File: src/rtl/host_reg_port.sv
module host_reg_port #(
  parameter int ADDR_W      = 6,
  parameter int DATA_W      = 8,
  parameter int SYNC_STAGES = 2
) (
  input  logic              clk,
  input  logic              rst_n,
  input  logic [1:0]        mode_sel,
  input  logic              cs_n,
  input  logic              rd_n,
  input  logic              wr_n,
  input  logic              a0_ale,
  input  logic [DATA_W-1:0] bus_in,
  output logic [DATA_W-1:0] bus_out,
  output logic              bus_oe,
  output logic [ADDR_W-1:0] rf_addr,
  output logic [DATA_W-1:0] rf_wdata,
  output logic              rf_we,
  output logic              rf_re,
  input  logic [DATA_W-1:0] rf_rdata
);

  localparam int PW    = DATA_W + 4;
  localparam int DEPTH = SYNC_STAGES + 1;
  localparam int B_CS  = PW - 1;
  localparam int B_RD  = PW - 2;
  localparam int B_WR  = PW - 3;
  localparam int B_A   = PW - 4;
  localparam logic [PW-1:0] IDLE = {3'b111, 1'b0, {DATA_W{1'b0}}};

  logic [PW-1:0] pipe [DEPTH];

  always_ff @(posedge clk or negedge rst_n) begin
    if (!rst_n) begin
      for (int i = 0; i < DEPTH; i++) pipe[i] <= IDLE;
    end else begin
      pipe[0] <= {cs_n, rd_n, wr_n, a0_ale, bus_in};
      for (int i = 1; i < DEPTH; i++) pipe[i] <= pipe[i-1];
    end
  end

  logic cur_rd, cur_wr, cur_a, prv_cs, prv_rd, prv_wr, prv_a;
  logic [DATA_W-1:0] prv_data;

  assign cur_rd   = pipe[SYNC_STAGES-1][B_RD];
  assign cur_wr   = pipe[SYNC_STAGES-1][B_WR];
  assign cur_a    = pipe[SYNC_STAGES-1][B_A];
  assign prv_cs   = pipe[SYNC_STAGES][B_CS];
  assign prv_rd   = pipe[SYNC_STAGES][B_RD];
  assign prv_wr   = pipe[SYNC_STAGES][B_WR];
  assign prv_a    = pipe[SYNC_STAGES][B_A];
  assign prv_data = pipe[SYNC_STAGES][DATA_W-1:0];

  logic par, idx_mode, lat_mode;
  assign par      = ~mode_sel[1];
  assign idx_mode = (mode_sel == 2'b00);
  assign lat_mode = (mode_sel == 2'b01);

  logic wr_rise, rd_rise, ale_fall, ptr_evt, dat_wr, dat_rd;
  assign wr_rise  = par & ~prv_cs & ~prv_wr & cur_wr;
  assign rd_rise  = par & ~prv_cs & ~prv_rd & cur_rd;
  assign ale_fall = lat_mode & prv_a & ~cur_a;
  assign ptr_evt  = (wr_rise & idx_mode & prv_a) | ale_fall;
  assign dat_wr   = wr_rise & (lat_mode | ~prv_a);
  assign dat_rd   = rd_rise & (lat_mode | ~prv_a);

  logic [ADDR_W-1:0] ptr;
  logic [DATA_W-1:0] din, dout;
  logic              we_q, re_q;

  always_ff @(posedge clk or negedge rst_n) begin
    if (!rst_n) begin
      ptr  <= '0;
      din  <= '0;
      dout <= '0;
      we_q <= 1'b0;
      re_q <= 1'b0;
    end else begin
      if (ptr_evt) ptr <= prv_data[ADDR_W-1:0];
      if (dat_wr)  din <= prv_data;
      if (re_q)    dout <= rf_rdata;
      we_q <= dat_wr;
      re_q <= ptr_evt | dat_rd | we_q;
    end
  end

  assign rf_addr  = ptr;
  assign rf_wdata = din;
  assign rf_we    = we_q;
  assign rf_re    = re_q;
  assign bus_out  = dout;
  assign bus_oe   = par & ~cs_n & ~rd_n;

endmodule

File: config.mk
export PLATFORM = sky130hd
export DESIGN_NAME = host_reg_port
export DESIGN_NICKNAME = d
export VERILOG_FILES = /design/src/rtl/host_reg_port.sv
export SDC_FILE = /design/constraint.sdc
export NUM_CORES = 1
export LEC_CHECK = 0
export ABC_AREA = 0
export BUFFER_PORTS_ARGS = -buffer_cell sky130_fd_sc_hd__buf_2
export CORE_ASPECT_RATIO = 1.5
export CORE_MARGIN = 2
export CORE_UTILIZATION = 34
export DETAILED_ROUTE_END_ITERATION = 7
export PLACE_DENSITY_LB_ADDON = 0.08
export SYNTH_ARGS = -nofsm -noshare
export SYNTH_HDL_FRONTEND = slang
export SYNTH_SLANG_ARGS = --single-unit
File: constraint.sdc
create_clock -name clk -period 1.6 [get_ports clk]
set_input_delay 0.16 -clock clk [delete_from_list [all_inputs] [get_ports clk]]
set_output_delay 0.16 -clock clk [all_outputs]
set_load 0.02 [all_outputs]
# Yosys cells after proc, flatten, opt, wreduce, memory -nomap -nowiden
# Cells that the tools add are included.
[totals]
wordCells = 35
reg_bits = 60
output_inout_bits = 25
[op_classes]
n_eq_ne = 1
bitwise = 25
n_reduce_logical = 1
[ops]
columns = ["cell", "n"]
rows = [
  ["bitwise AND 1 bit", 13],
  ["NOT 1 bit", 8],
  ["OR 1 bit", 4],
  ["equality test 2 x 1 -> 1 bit, second input constant", 1],
  ["zero test 2 bit", 1],
]

# Longest topological paths before layout
[depth]
ltp_word = 9
depth_mapped = 3

# Least setup slack after synthesis
# No wires, ideal clock.
[synth_path]
path_type = "register to register"
startpoint = "register pipe, in the netlist cur_wr"
endpoint = "register din[0], in the netlist rf_wdata[0]"
required_time_ps = 1475
arrival_ps = 1325
setup_time_ps = 125
path_stages_with_launch = 4
path_slack_ps = 150
cell_sequence = "dfstp_2 nand2b_1 nor4_4 mux2_2"
[synth_between]
elab_chain_len = 2
[synth_lines]
columns = ["item", "line", "source"]
rows = [
  ["from (decl)", "31", "logic [PW-1:0] pipe [DEPTH];"],
  ["bitwise AND 1 bit", "60", "assign wr_rise = par & ~prv_cs & ~prv_wr & cur_wr;"],
  ["bitwise AND 1 bit", "64", "assign dat_wr = wr_rise & (lat_mode | ~prv_a);"],
  ["via dat_wr", "59", "logic wr_rise, rd_rise, ale_fall, ptr_evt, dat_wr, dat_rd;"],
  ["to (signal assigned)", "80", "if (dat_wr) din <= prv_data;"],
  ["to (decl)", "68", "logic [DATA_W-1:0] din, dout;"],
]
# The timed path passes the listed nets, and every way through them passes these cells.
# A chain may end at the register's enable or synchronous reset.

# Worst setup path in the final report
[layout_path]
startpoint = "register pipe[11] (netlist bit)"
endpoint = "register ptr[3], in the netlist rf_addr[3]"
[layout_between]
elab_chain_len = 7
[layout_lines]
columns = ["item", "line", "source"]
rows = [
  ["NOT 1 bit", "60", ""],
  ["bitwise AND 1 bit (3 in series)", "60", ""],
  ["bitwise AND 1 bit (2 in series)", "63", "assign ptr_evt = (wr_rise & idx_mode & prv_a) | ale_fall;"],
  ["OR 1 bit", "63", ""],
  ["to (signal assigned)", "79", "if (ptr_evt) ptr <= prv_data[ADDR_W-1:0];"],
  ["to (decl)", "67", "logic [ADDR_W-1:0] ptr;"],
]
# Every way passes these cells.

==> impl_results.md <==
* Final Skew at between 0.005 and 0.006 ns
* Max Fclk at between 600 and 700 MHz
* Placed instance area at 2200 um2
* CTS tree: yes
* CP Launch Type: flip-flop
* Post-layout net count at 192
* Pwr Density at 1410 nW/um2
* Synth warnings at 0
* Vias in the first global route at between 1000 and 1500
* Share of layout cells above drive strength 1 at 0.555
* Hold worst-path end: bus_out[0]
* Top-area cell type share of the netlist area at 0.689
* Final Cycle Share at 0.931
* Dpl cells at 212
* Routed vias/inst at 4.35
* I/O pins at 49
* Max rail drop VDD at 0.843 mV
* Ranking of synthesized cells by area: dfrtp_1, mux2_2, dfstp_2
* Synth Flop Type: dfrtp_1
* CP Class: reg -> reg
* Lkg Pwr at roughly 1.2 nW
* Detailed-route via count at 1048
* CP top delay family: flip-flops
* Status: complete, no violations
* Initial Util at 0.356
* Tightest Pin Transition at around 0.40 ns
* Final HPWL DP at 2070 um
* Critical Path AT at roughly 1.7 ns
* Min Tclk post-route at 1.49 ns
* Drc violations at 0
* Post-synth top cells: dfrtp_1, mux2_2, dfstp_2
* Wire per inst at 12.8 um
* R2R depth at 3
* Syn Inst Count at 95
* Asr flop ratio synth at 1.00
* Die Wd at 64.3 um
* I/O Buffers at 48
* Die Y-Extent at 94.4 um
* Layout Cells excl Fill at 241
* Antenna-violating nets left at 0
* Maxcap violations at 0
* First-pass GRT wire length at 5230 um
* Slowest CP cell: dfstp_2
* Post-Syn Nets at ~120
* Post-route setup slack at around 0.11 ns
* Mean post-synth cell area at 19.5 um2
* DRT Wirelength at 3090 um
* GP Congestion at 0.661
* Initial antenna violation count at 0
* Full die area at 6070 um2
* Largest net degree at the start of global routing at between 40 and 50
* Iteration-0 DRC count of the detailed router at 12
* Min-delay worst type: in -> reg
* Clk root buf: clkbuf_8
* Final total power at 0.00355 W
* Final setup vio count at 0
* P&R area growth vs syn at 35.7%
* Critical path buffers and inverters at 0
* Synthesized area at around 1900 um2
* GRT Total Usage at 0.120
* Core area at 5200 um2
* Top-count cell post-synth: dfrtp_1
* Fillcell total at 488
* H-tree levels at 3
* Cell Rows at 32
* Place WS at 0.0962 ns
* Total gr overflow at 0
* Synthesized flop and latch total at 60
* CP Max Fanout at 7
* Final Cell Area at 2510 um2
* Fin. Hold Viols at 0
* CTS max path bufs at 2
* Worst path cell trace: nor4b_1 > o21ai_2 > mux2_2
* Number of synthesized flops with an enable pin at 0
* Clock slew at reported path FFs at approximately 0.060 ns
* Post-synth cell types at 14
* Worst setup path startpoint: pipe[11]
* Hold depth at 2
* Worst Setup End Kind: flip-flop
* Seq/Total Area, Yosys at 0.816
* Skew-Pair Late Insertion Delay at around 0.32 ns
* Req. time, crit path at 1.80 ns
* R2R Path Start: pipe[11]
* Antenna fix cells at 0
* R2R Path End: rf_addr[3]
* Final setup TNS at 0 ns
* CTS sink cnt at 60
* Delay of the slowest critical-path stage at 0.57 ns
* First-pass detailed-route iteration total at 2
* Clock buffer count from CTS at 9
* Synth area leader: dfrtp_1
* RSZ-0062 raised after global routing: false
* Slew HR at 0.735
* R2R Setup Slk at 0.11 ns
* Slew Limit Fails at 0
* Hold path startpoint: rf_rdata[0]
## stage by stage
step | utilization | hold WS [ns]
after detailed placement | 0.423 | 0.107
after global placement | 0.423 | 0.102
after CTS | 0.483 | 0.0507
after floorplan | - | -0.136
final | 0.483 | 0.0675
after global routing | 0.483 | 0.0574
## worst max path at each step
stage,to,slack (ns),cells past startpoint
6_report,rf_addr[3],0.11,3
5_1_grt,rf_addr[3],0.03,3
4_1_cts,rf_addr[3],0.09,3
3_5_place_dp,rf_addr[1],0.1,3
3_3_place_gp,rf_addr[0],0.14,3
2_1_floorplan,rf_wdata[0],0.15,3
## state kept, by name, indices dropped and copies added, names as in the netlist
name / flops
pipe: 33
bus_out: 8
rf_wdata: 8
rf_addr: 6
cur_a: 1
cur_rd: 1
cur_wr: 1
rf_re: 1
rf_we: 1
## placed cells by master (no fill, tap or decap), drive strengths merged
cell	n
buf	50
clkbuf	15
clkinv	1
dfrtp	51
dfstp	9
dlygate4sd3	13
inv	1
mux2	22
nand2	1
nand2b	1
nor2	1
nor2b	3
nor3	1
nor4	1
nor4b	1
o21ai	1
o311ai	1
## cells by family after synthesis
logic type	count (synthesis)	share of synthesized area
AO/OA/AOI/OAI	2	0.00945
multiplexers	22	0.134
buffers and inverters	2	0.00405
flip-flops	60	0.816
AND/OR/NAND/NOR	9	0.0365
## area by class of cell
cell class | instances | area, um2 | share of cell area
timing repair buffer | 63 | 398 | 0.158
inverter | 1 | 3.75 | 0.00149
clock buffer | 15 | 176 | 0.0702
clock inverter | 1 | 5.00 | 0.00199
tap | 68 | 85.1 | 0.0338
multi-input combinational | 33 | 333 | 0.132
sequential | 60 | 1510 | 0.602
## power breakdown
part	internal, W	leakage [nW]	switching (W)
clock network	0.000688	0.0937	0.000505
logic	0.000247	0.371	0.000308
registers	0.00171	0.698	0.0000904
## routing by layer
metal	part of all wire	GRT usage	vias up
met3	0.056	0.0346	8
met5	0	0	-
li1	-	-	469
met4	0.029	0.101	0
met2	0.50	0.176	44
met1	0.42	0.144	527
## what timing repair did
item | 4_1_cts | 5_1_grt
endpoints found under the hold margin | 28 | 0
hold buffers | 13 | 0
setup buffers | 0 | 0
gates resized for setup | 0 | 0
No activity file was read; power rests on OpenSTA's default activity.
